File: src/rtl/pad_pkg.sv
package pad_pkg;

  typedef enum logic [1:0] {
    PM_RUN   = 2'b00,
    PM_SLEEP = 2'b01,
    PM_STOP  = 2'b10,
    PM_RESET = 2'b11
  } pmode_e;

  typedef struct packed {
    logic use_hold;   // drive frozen output state
    logic drive_off;  // release drivers, Hi-Z
    logic gate_on;    // input gate powered
    logic accept;     // core accepts pad value
    logic in_stop;    // stop/watch/timebase standby
    logic pu_off;     // all pull-ups forced off
  } pad_policy_t;

endpackage

File: src/rtl/pad_mode_decode.sv
module pad_mode_decode
  import pad_pkg::*;
(
  input  logic        rst_n,
  input  logic [1:0]  mode,
  input  logic        hiz_sel,
  output pad_policy_t pol
);

  always_comb begin
    pol = '0;
    if (!rst_n || mode == PM_RESET) begin
      pol.drive_off = 1'b1;
      pol.gate_on   = 1'b1;
      pol.pu_off    = 1'b1;
    end else begin
      unique case (mode)
        PM_RUN: begin
          pol.gate_on = 1'b1;
          pol.accept  = 1'b1;
        end
        PM_SLEEP: begin
          pol.use_hold = 1'b1;
          pol.gate_on  = 1'b1;
        end
        default: begin
          pol.in_stop   = 1'b1;
          pol.use_hold  = !hiz_sel;
          pol.drive_off = hiz_sel;
        end
      endcase
    end
  end

endmodule

File: src/rtl/pad_hold_reg.sv
module pad_hold_reg #(
  parameter int NPINS = 8
) (
  input  logic             clk,
  input  logic             rst_n,
  input  logic             capture,
  input  logic [NPINS-1:0] d_val,
  input  logic [NPINS-1:0] d_oe,
  output logic [NPINS-1:0] q_val,
  output logic [NPINS-1:0] q_oe
);

  always_ff @(posedge clk or negedge rst_n) begin
    if (!rst_n) begin
      q_val <= '0;
      q_oe  <= '0;
    end else if (capture) begin
      q_val <= d_val;
      q_oe  <= d_oe;
    end
  end

  AST_HOLD_FROZEN: assert property (@(posedge clk) disable iff (!rst_n)
    !capture |=> ($stable(q_val) && $stable(q_oe)));

endmodule

File: src/rtl/pad_pin_ctl.sv
module pad_pin_ctl
  import pad_pkg::*;
#(
  parameter bit WAKE_CAP = 1'b0,
  parameter bit PU_KILL  = 1'b0
) (
  input  logic        clk,
  input  logic        rst_n,
  input  pad_policy_t pol,
  input  logic        o_val,
  input  logic        o_en,
  input  logic        h_val,
  input  logic        h_en,
  input  logic        irq,
  input  logic        pu_in,
  input  logic        pin,
  output logic        p_out,
  output logic        p_oe,
  output logic        p_gate,
  output logic        p_in,
  output logic        p_pu
);

  logic wake;

  always_comb begin
    wake   = pol.in_stop & WAKE_CAP & irq;
    p_out  = pol.drive_off ? 1'b0 : (pol.use_hold ? h_val : o_val);
    p_oe   = pol.drive_off ? 1'b0 : (pol.use_hold ? h_en  : o_en);
    p_gate = pol.gate_on | wake;
    p_in   = (pol.accept | wake) & pin;
    if (pol.pu_off || (pol.in_stop && PU_KILL)) p_pu = 1'b0;
    else                                        p_pu = pu_in;
  end

  AST_CUTOFF_ZERO: assert property (@(posedge clk) disable iff (!rst_n)
    !p_gate |-> !p_in);

endmodule

File: src/rtl/pad_lp_ctrl.sv
module pad_lp_ctrl
  import pad_pkg::*;
#(
  parameter int               NPINS        = 8,
  parameter logic [NPINS-1:0] WAKE_MASK    = 8'h0F,
  parameter logic [NPINS-1:0] PU_KILL_MASK = 8'hF0
) (
  input  logic             clk,
  input  logic             rst_n,
  input  logic [1:0]       mode,
  input  logic             hiz_sel,
  input  logic [NPINS-1:0] out_val,
  input  logic [NPINS-1:0] out_en,
  input  logic [NPINS-1:0] irq_sel,
  input  logic [NPINS-1:0] pu_cfg,
  input  logic [NPINS-1:0] pad_in,
  output logic [NPINS-1:0] pad_out,
  output logic [NPINS-1:0] pad_oe,
  output logic [NPINS-1:0] in_gate_en,
  output logic [NPINS-1:0] in_val,
  output logic [NPINS-1:0] pu_en
);

  pad_policy_t      pol;
  logic [NPINS-1:0] hold_val, hold_oe;
  logic             capture;

  assign capture = (mode == PM_RUN);

  pad_mode_decode u_dec (
    .rst_n   (rst_n),
    .mode    (mode),
    .hiz_sel (hiz_sel),
    .pol     (pol)
  );

  pad_hold_reg #(.NPINS(NPINS)) u_hold (
    .clk     (clk),
    .rst_n   (rst_n),
    .capture (capture),
    .d_val   (out_val),
    .d_oe    (out_en),
    .q_val   (hold_val),
    .q_oe    (hold_oe)
  );

  for (genvar i = 0; i < NPINS; i++) begin : g_pin
    pad_pin_ctl #(
      .WAKE_CAP (WAKE_MASK[i]),
      .PU_KILL  (PU_KILL_MASK[i])
    ) u_pin (
      .clk    (clk),
      .rst_n  (rst_n),
      .pol    (pol),
      .o_val  (out_val[i]),
      .o_en   (out_en[i]),
      .h_val  (hold_val[i]),
      .h_en   (hold_oe[i]),
      .irq    (irq_sel[i]),
      .pu_in  (pu_cfg[i]),
      .pin    (pad_in[i]),
      .p_out  (pad_out[i]),
      .p_oe   (pad_oe[i]),
      .p_gate (in_gate_en[i]),
      .p_in   (in_val[i]),
      .p_pu   (pu_en[i])
    );
  end

  AST_RESET_HIZ: assert property (@(posedge clk) disable iff (!rst_n)
    (mode == PM_RESET) |-> (pad_oe == '0 && in_val == '0 && in_gate_en == '1 && pu_en == '0));
  AST_STOP_HIZ: assert property (@(posedge clk) disable iff (!rst_n)
    (mode == PM_STOP && hiz_sel) |-> (pad_oe == '0 && pad_out == '0));
  AST_SLEEP_STEADY: assert property (@(posedge clk) disable iff (!rst_n)
    (mode == PM_SLEEP && $past(mode) == PM_SLEEP) |-> ($stable(pad_out) && $stable(pad_oe)));
  AST_SLEEP_IGNORED: assert property (@(posedge clk) disable iff (!rst_n)
    (mode == PM_SLEEP) |-> (in_val == '0 && in_gate_en == '1));
  AST_WAKE_PASS: assert property (@(posedge clk) disable iff (!rst_n)
    (mode == PM_STOP) |-> (((in_val ^ pad_in) & irq_sel & WAKE_MASK) == '0));
  AST_PU_KILL: assert property (@(posedge clk) disable iff (!rst_n)
    (mode == PM_STOP) |-> ((pu_en & PU_KILL_MASK) == '0));

endmodule

File: config.mk
export PLATFORM = sky130hd
export DESIGN_NAME = pad_lp_ctrl
export DESIGN_NICKNAME = d
export VERILOG_FILES = /design/src/rtl/pad_pkg.sv /design/src/rtl/pad_mode_decode.sv /design/src/rtl/pad_hold_reg.sv /design/src/rtl/pad_pin_ctl.sv /design/src/rtl/pad_lp_ctrl.sv
export SDC_FILE = /design/constraint.sdc
export NUM_CORES = 1
export LEC_CHECK = 0
export ABC_AREA = 1
export CORE_MARGIN = 2
export CORE_UTILIZATION = 40
export DETAILED_ROUTE_END_ITERATION = 6
export DONT_BUFFER_PORTS = 1
export PLACE_DENSITY = 0.66
export SLEW_MARGIN = 30
export SYNTH_ARGS = -nofsm -noshare
export SYNTH_HDL_FRONTEND = slang
export SYNTH_HIERARCHICAL = 1
export SYNTH_SLANG_ARGS = --single-unit
File: constraint.sdc
create_clock -name clk -period 4.8 [get_ports clk]
set_input_delay 0.96 -clock clk [delete_from_list [all_inputs] [get_ports clk]]
set_output_delay 0.96 -clock clk [all_outputs]
set_load 0.01 [all_outputs]
After elaboration in Yosys (flattened, before gate mapping) --
Index checks and enable logic that the tools add are counted.
Word-level totals: register bits 16, bits of input ports 45, output and inout bits 40, logic and storage cells 79
Operators by class: equal/unequal tests 2, muxes and demuxes 49, bitwise logic cells 20, reductions and logical operators 6
Operators by type and width (count):
- 2-to-1 mux 1 bit | 46
- AND 1 bit | 12
- OR 1 bit | 8
- 2-to-1 mux 2 bit | 2
- equality test 2 x 1 -> 1 bit, second input constant | 1
- equality test 2 bit, second input constant | 1
- zero test 1 bit | 2
- zero test 2 bit | 1
- logical OR 1 bit | 2
- one-hot mux 1 bit (2 select lines) | 1
- OR reduction 2 bit | 1

Logic depth before layout (Yosys ltp) --
Gate-level depths: netlist (run 1).
depth in word-level cells 7, depth in mapped cells 6, mapped depth without buffers 6

Cells and area by module --
The synthesis (run 1) kept the hierarchy.
By module, submodules not included:
- pad_hold_reg | times used 1, cells each 68, area each 644.4 µm², sequential area each 400.4 µm²
- pad_pin_ctl at g_pin[0].u_pin ... | times used 4, cells each 18, area each 71.3 µm², sequential area each 0.0 µm²
- pad_pin_ctl at g_pin[4].u_pin ... | times used 4, cells each 15, area each 63.8 µm², sequential area each 0.0 µm²
- pad_mode_decode | times used 1, cells each 10, area each 50.0 µm², sequential area each 0.0 µm²
- pad_lp_ctrl | times used 1, cells each 1, area each 3.8 µm², sequential area each 0.0 µm²

Least setup slack after synthesis (run 1) --
Ideal clock, no wire load.
path type input-to-output, start input port mode[0], end output port pad_oe[0], data arrival time 2.121 ns, data required time 3.840 ns, setup slack 1.719 ns, cell stages on the path 5, path buffers 0, cells stage by stage nand2_1 nand2_2 nor2_2 nor2_1 nor2_1
RTL lines:
- from (decl) | RTL line pad_lp_ctrl.sv:10 | input logic [1:0] mode,
- to (decl) | RTL line pad_lp_ctrl.sv:18 | output logic [NPINS-1:0] pad_oe,

==> results.cfg, run 1 <==
[status]
status = completed

[setup_path]
arrival_ps = 2230
crit_path_end_kind = output pin
crit_path_end = pad_oe[0]
ff2ff_setup_slack_ps = 4190
startpoint = mode[0]
critPathKind = input port to output pin
r2r-end = u_hold/q_oe[6]
crit_path_max_fanout = 19
reg2regPathDepth = 2
r2r_start = u_hold/q_oe[6]
crit_path_start_kind = input port
cp.required_ps = 3840

[clock_tree]
cts.sinks = 16
root_buffer = clkbuf_4
htree_levels = 1
ctsResizeCount = 0
cts_tree = yes
cts_buffers = 3
clock_latency_ps = 280
postCtsSetupBuffers = 0
hold_buffers = 0
clk_path_buf_depth = 2
clkTransAtPathRegs_ps = 90

[sta]
worst_pin_slew_ps = 750
min_period_over_period = 0.664
tns_ps = 0
finalSetupViolations = 0
min_period_ps = 3190
relSlewSlack = 0.499
final_hold_viol_count = 0
finClkSkew_ps = 0
max_freq_ghz = 0.314
rsz0062_at_grt = no
maxSlewViolCount = 0

[power_and_ir_drop]
vdd_drop_max_mv = 0.0727
leakage_uw = 0.000785
power_density_mw_per_mm2 = 261

[routing]
viasPerCell = 4.53
drtAntennaViolNets = 0
vias = 1101
first_iter_violations = 64
drt_pass1_iterations = 4
postRouteWirelength_um = 2620
wl_per_cell_um = 10.8
drc = 0

[synthesis]
netlist_area_mm2 = 0.00124
synth_area_leader_cell = dfrtp_1
synth_top_area_share = 0.323
synth-edff-count = 0
ys_ff_latch = 16
synth.most_common_cell = nand2_1
synthTopCellsByCount = 89 x nand2_1, 42 x inv_1, 37 x nor2_1, 16 x dfrtp_1, 6 x nand2_2
synth_fp_nets = 256
synthesis.instances = 211
synthFlopType = dfrtp_1
ys_warn_count = 6
synth_async_sr_flop_share = 1.00
synth_area_leaders = dfrtp_1 32%, nand2_1 27%, inv_1 13%
ys_types = 14
yosysSeqAreaShare = 0.323
avgSynthCellArea_um2 = 5.87

[grt]
grt_use_met1 = 0.175
grt_max_degree = 21
grt_pass1_wl_um = 3840
track_usage = 0.144
antenna_found_initial = 0
grtUsageMet3 = 0.0303
grt_use_met2 = 0.242
gr-total-overflow = 0
grt-busiest-layer = met2
grt_pass1_vias = 907

[run]
max_cap_violations = 0

[floorplan]
die_y_um = 59.7
dieWidth_um = 59.7
rows = 20
core_mm2 = 0.00300
dieArea_mm2 = 0.00356
initial_core_util = 0.413
top_level_ports = 85

[placement]
place_hpwl_um = 1980
place.gp.congestion = 0.703
place_inst = 239
port_buffers = 0

[cells_and_area]
fill_cells = 338
stdcell_count = 243
final_util = 0.419
synthToLayoutAreaGrowth_pct = 1.62
drive_above_1_share = 0.0667
diodes = 0
nNetsFinal = 256

[min_path]
hold_path_class = input port to asynchronous set/reset pin
worst max-delay path, stage by stage:
cell	delay, ps
nand2_1	70
nand2_2	130
nor2_2	470
buf_4	330
nor2_1	70
nor2_1	200
area by class of cell:
cell class	instances	area (um2)	area share
Sequential cell	16	400	0.318
Tap cell	33	41.3	0.0328
Timing Repair Buffer	2	15.0	0.0119
Multi-Input combinational cell	145	599	0.476
Clock buffer	4	36.3	0.0288
Inverter	43	166	0.132
power breakdown:
part	switching, uW	total, uW	internal [uW]	leakage [uW]
sequential	8.97	160	152	0.000198
combinational	52.7	78.6	26.0	0.000566
clock	42.9	89.0	46.2	0.0000210
per-layer routing:
metal  part of all wire  up-vias
met5                  0        -
met4             0.0061        0
met3              0.068        2
met2               0.48       42
met1               0.45      459
li1                   -      598
cells in the final DEF (no fill, tap or decap), types with 2 or more instances in the layout:
| cell | n |
|---|---|
| a21boi_1 | 4 |
| nor3b_1 | 5 |
| nand3_1 | 2 |
| inv_1 | 42 |
| nand2_1 | 89 |
| clkbuf_4 | 3 |
| nor2_1 | 37 |
| nand2_2 | 6 |
| dfrtp_1 | 16 |
| buf_4 | 2 |
worst min path at each step:
stage / slack, ps / cells past startpoint / end
floorplan: 440 / 2 / u_hold/q_oe[0]
global placement: 450 / 2 / u_hold/q_val[7]
detailed placement: 460 / 2 / u_hold/q_val[7]
CTS: 340 / 0 / u_hold/q_val[4]
global route: 330 / 0 / u_hold/q_val[4]
finish: 360 / 0 / u_hold/q_val[4]
flip-flops by register name, indices dropped and copies added, names as in the netlist:
| name | cells |
|---|---|
| u_hold/q_oe | 8 |
| u_hold/q_val | 8 |
cell families (layout without fill, tap and decap cells):
logic type,after synthesis,count (layout),share of synthesized area
simple gates,140,140,0.456
compound gates,5,5,0.0283
buf+inv,50,49,0.193
flops,16,16,0.323
through the flow:
step                      setup WS, ps  total power, uW  cell area [um2]  hold WS [ps]
after detailed placement          1590              243             1220           458
after global placement            1610              241             1220           454
after global routing              1460              353             1260           332
final                             1610              328             1260           358
after floorplan                   1720              234             1240           442
after CTS                         1580              335             1260           338
Power figures use the tool's default switching activity.
==> run 2, diff against run 1 <==
--- a/config.mk
+++ b/config.mk
@@ -10,7 +10,7 @@
 export CORE_UTILIZATION = 40
 export DETAILED_ROUTE_END_ITERATION = 6
 export DONT_BUFFER_PORTS = 1
-export PLACE_DENSITY = 0.66
+export PLACE_DENSITY = 0.68
 export SLEW_MARGIN = 30
 export SYNTH_ARGS = -nofsm -noshare
 export SYNTH_HDL_FRONTEND = slang
==> constraint.sdc (replaced) <==
create_clock -name clk -period 2.91 [get_ports clk]
set_input_delay 0.582 -clock clk [delete_from_list [all_inputs] [get_ports clk]]
set_output_delay 0.582 -clock clk [all_outputs]
set_load 0.01 [all_outputs]
==> run 2 against run 1 <==
Net effect:
- clock-buffer cell count is the same
- non-clock buffer count grew 4
- clock power is 58% higher
- worst setup slack worse by 720 ps
- sequential cell count unchanged
- final cell count increased by 1.6%
- critical endpoint is now pad_oe[1]
- largest power group unchanged
==> results.cfg, run 2 (synthesized netlist as in run 1, its figures left out) <==
[status]
status = completed

[sta]
min_period_ps = 2010
finalSetupViolations = 0
min_period_over_period = 0.692
max_freq_ghz = 0.497
rsz0062_at_grt = no
worst_pin_slew_ps = 715
maxSlewViolCount = 0
tns_ps = 0
hold_slack_ps = 413
final_hold_viol_count = 0
relSlewSlack = 0.522
finClkSkew_ps = 0

[cells_and_area]
final_cell_mix = 89 x nand2_1, 42 x inv_1, 37 x nor2_1, 16 x dfrtp_1, 6 x nand2_2
fill_cells = 340
synthToLayoutAreaGrowth_pct = 4.24
diodes = 0
mostFrequentLayoutCell = nand2_1
final_cell_area_mm2 = 0.00129
drive_above_1_share = 0.0794
reg_top3 = u_hold/q_oe (8), u_hold/q_val (8)
nNetsFinal = 260
final_util = 0.430

[setup_path]
worstPathCellList = nand2_1, nand2_2, nor2_2, buf_4, nor2_1, nor2_1
cp.required_ps = 2330
critPathKind = input port to output pin
arrival_ps = 1430
worst-path-buf-inv = 1
ff2ff_setup_slack_ps = 2300
crit_path_start_kind = input port
crit_path_max_fanout = 18
crit_path_top_delay_cell = buf_4
cpLargestDelayFamily = simple AND/OR/NAND/NOR gates
crit_path_end_kind = output pin
slowest_delay_ps = 230
cpMostUsedCell = nor2_1

[clock_tree]
cts.sinks = 16
root_buffer = clkbuf_4
clkTransAtPathRegs_ps = 90
clock_latency_ps = 270
cts_tree = yes
clk_path_buf_depth = 2
htree_levels = 1
cts_buffers = 3
postCtsSetupBuffers = 0

[floorplan]
dieArea_mm2 = 0.00356
dieWidth_um = 59.7
die_y_um = 59.7
core_mm2 = 0.00300
top_level_ports = 85
initial_core_util = 0.413
rows = 20

[power_and_ir_drop]
vdd_drop_max_mv = 0.124
leakage_uw = 0.000804
power_density_mw_per_mm2 = 421

[placement]
place_hpwl_um = 1910
place.gp.congestion = 0.682
port_buffers = 0
placed_area_mm2 = 0.00124

[routing]
viasPerCell = 4.56
drc = 0
drtAntennaViolNets = 0
wl_per_cell_um = 10.3
first_iter_violations = 42
drt_pass1_iterations = 4
vias = 1127
postRouteWirelength_um = 2540

[grt]
grt_max_degree = 19
grt_pass1_wl_um = 4020
antenna_found_initial = 0
grt_pass1_vias = 955
track_usage = 0.145
gr-total-overflow = 0

[min_path]
hold_path_class = input port to register

[run]
max_cap_violations = 0
run 2: final timing paths:
kind,start,to,depth (start not counted)
min in group asynchronous,rst_n,u_hold/q_val[4],1
min,out_val[6],u_hold/q_val[6],2
max,mode[0],pad_oe[1],6
min reg2reg,u_hold/q_oe[2],u_hold/q_oe[2],2
max in group asynchronous,rst_n,u_hold/q_oe[2],1
max reg2reg,u_hold/q_oe[1],u_hold/q_oe[1],2
run 2: report_power, final:
group	switching [uW]	internal, uW
sequential	14.8	250
clock	64.9	75.9
combinational	91.3	46.1
run 2: cell type report:
class,instances,area [um2],share of cell area
timing repair buffer,6,47.5,0.0368
multi-input combinational,145,599,0.464
tap,33,41.3,0.0320
sequential,16,400,0.310
clock buffer,4,36.3,0.0281
inverter,43,166,0.129
run 2: worst register-to-register path, stage by stage, from the launching register on:
cell     delay [ps]
dfrtp_1         400
nand2_1          70
nand2_1          50
run 2: per-stage QoR:
step / power (uW) / setup WS [ps] / std cells
floorplan: 386 / 585 / 211
global placement: 401 / 876 / 242
detailed placement: 404 / 882 / 242
CTS: 552 / 883 / 247
global route: 586 / 748 / 247
finish: 543 / 897 / 247
run 2: layer usage:
metal / vias up / track usage / share of wire
li1: 603 / - / -
met1: 478 / 0.194 / 0.47
met2: 44 / 0.236 / 0.45
met3: 2 / 0.0346 / 0.079
met4: 0 / 0.0381 / 0.0039
met5: - / 0 / 0
run 2: timing repair:
action | in CTS | in global routing
hold buffers | 1 | 0
resized for setup | 0 | 0
hold endpoints to repair | 16 | 0
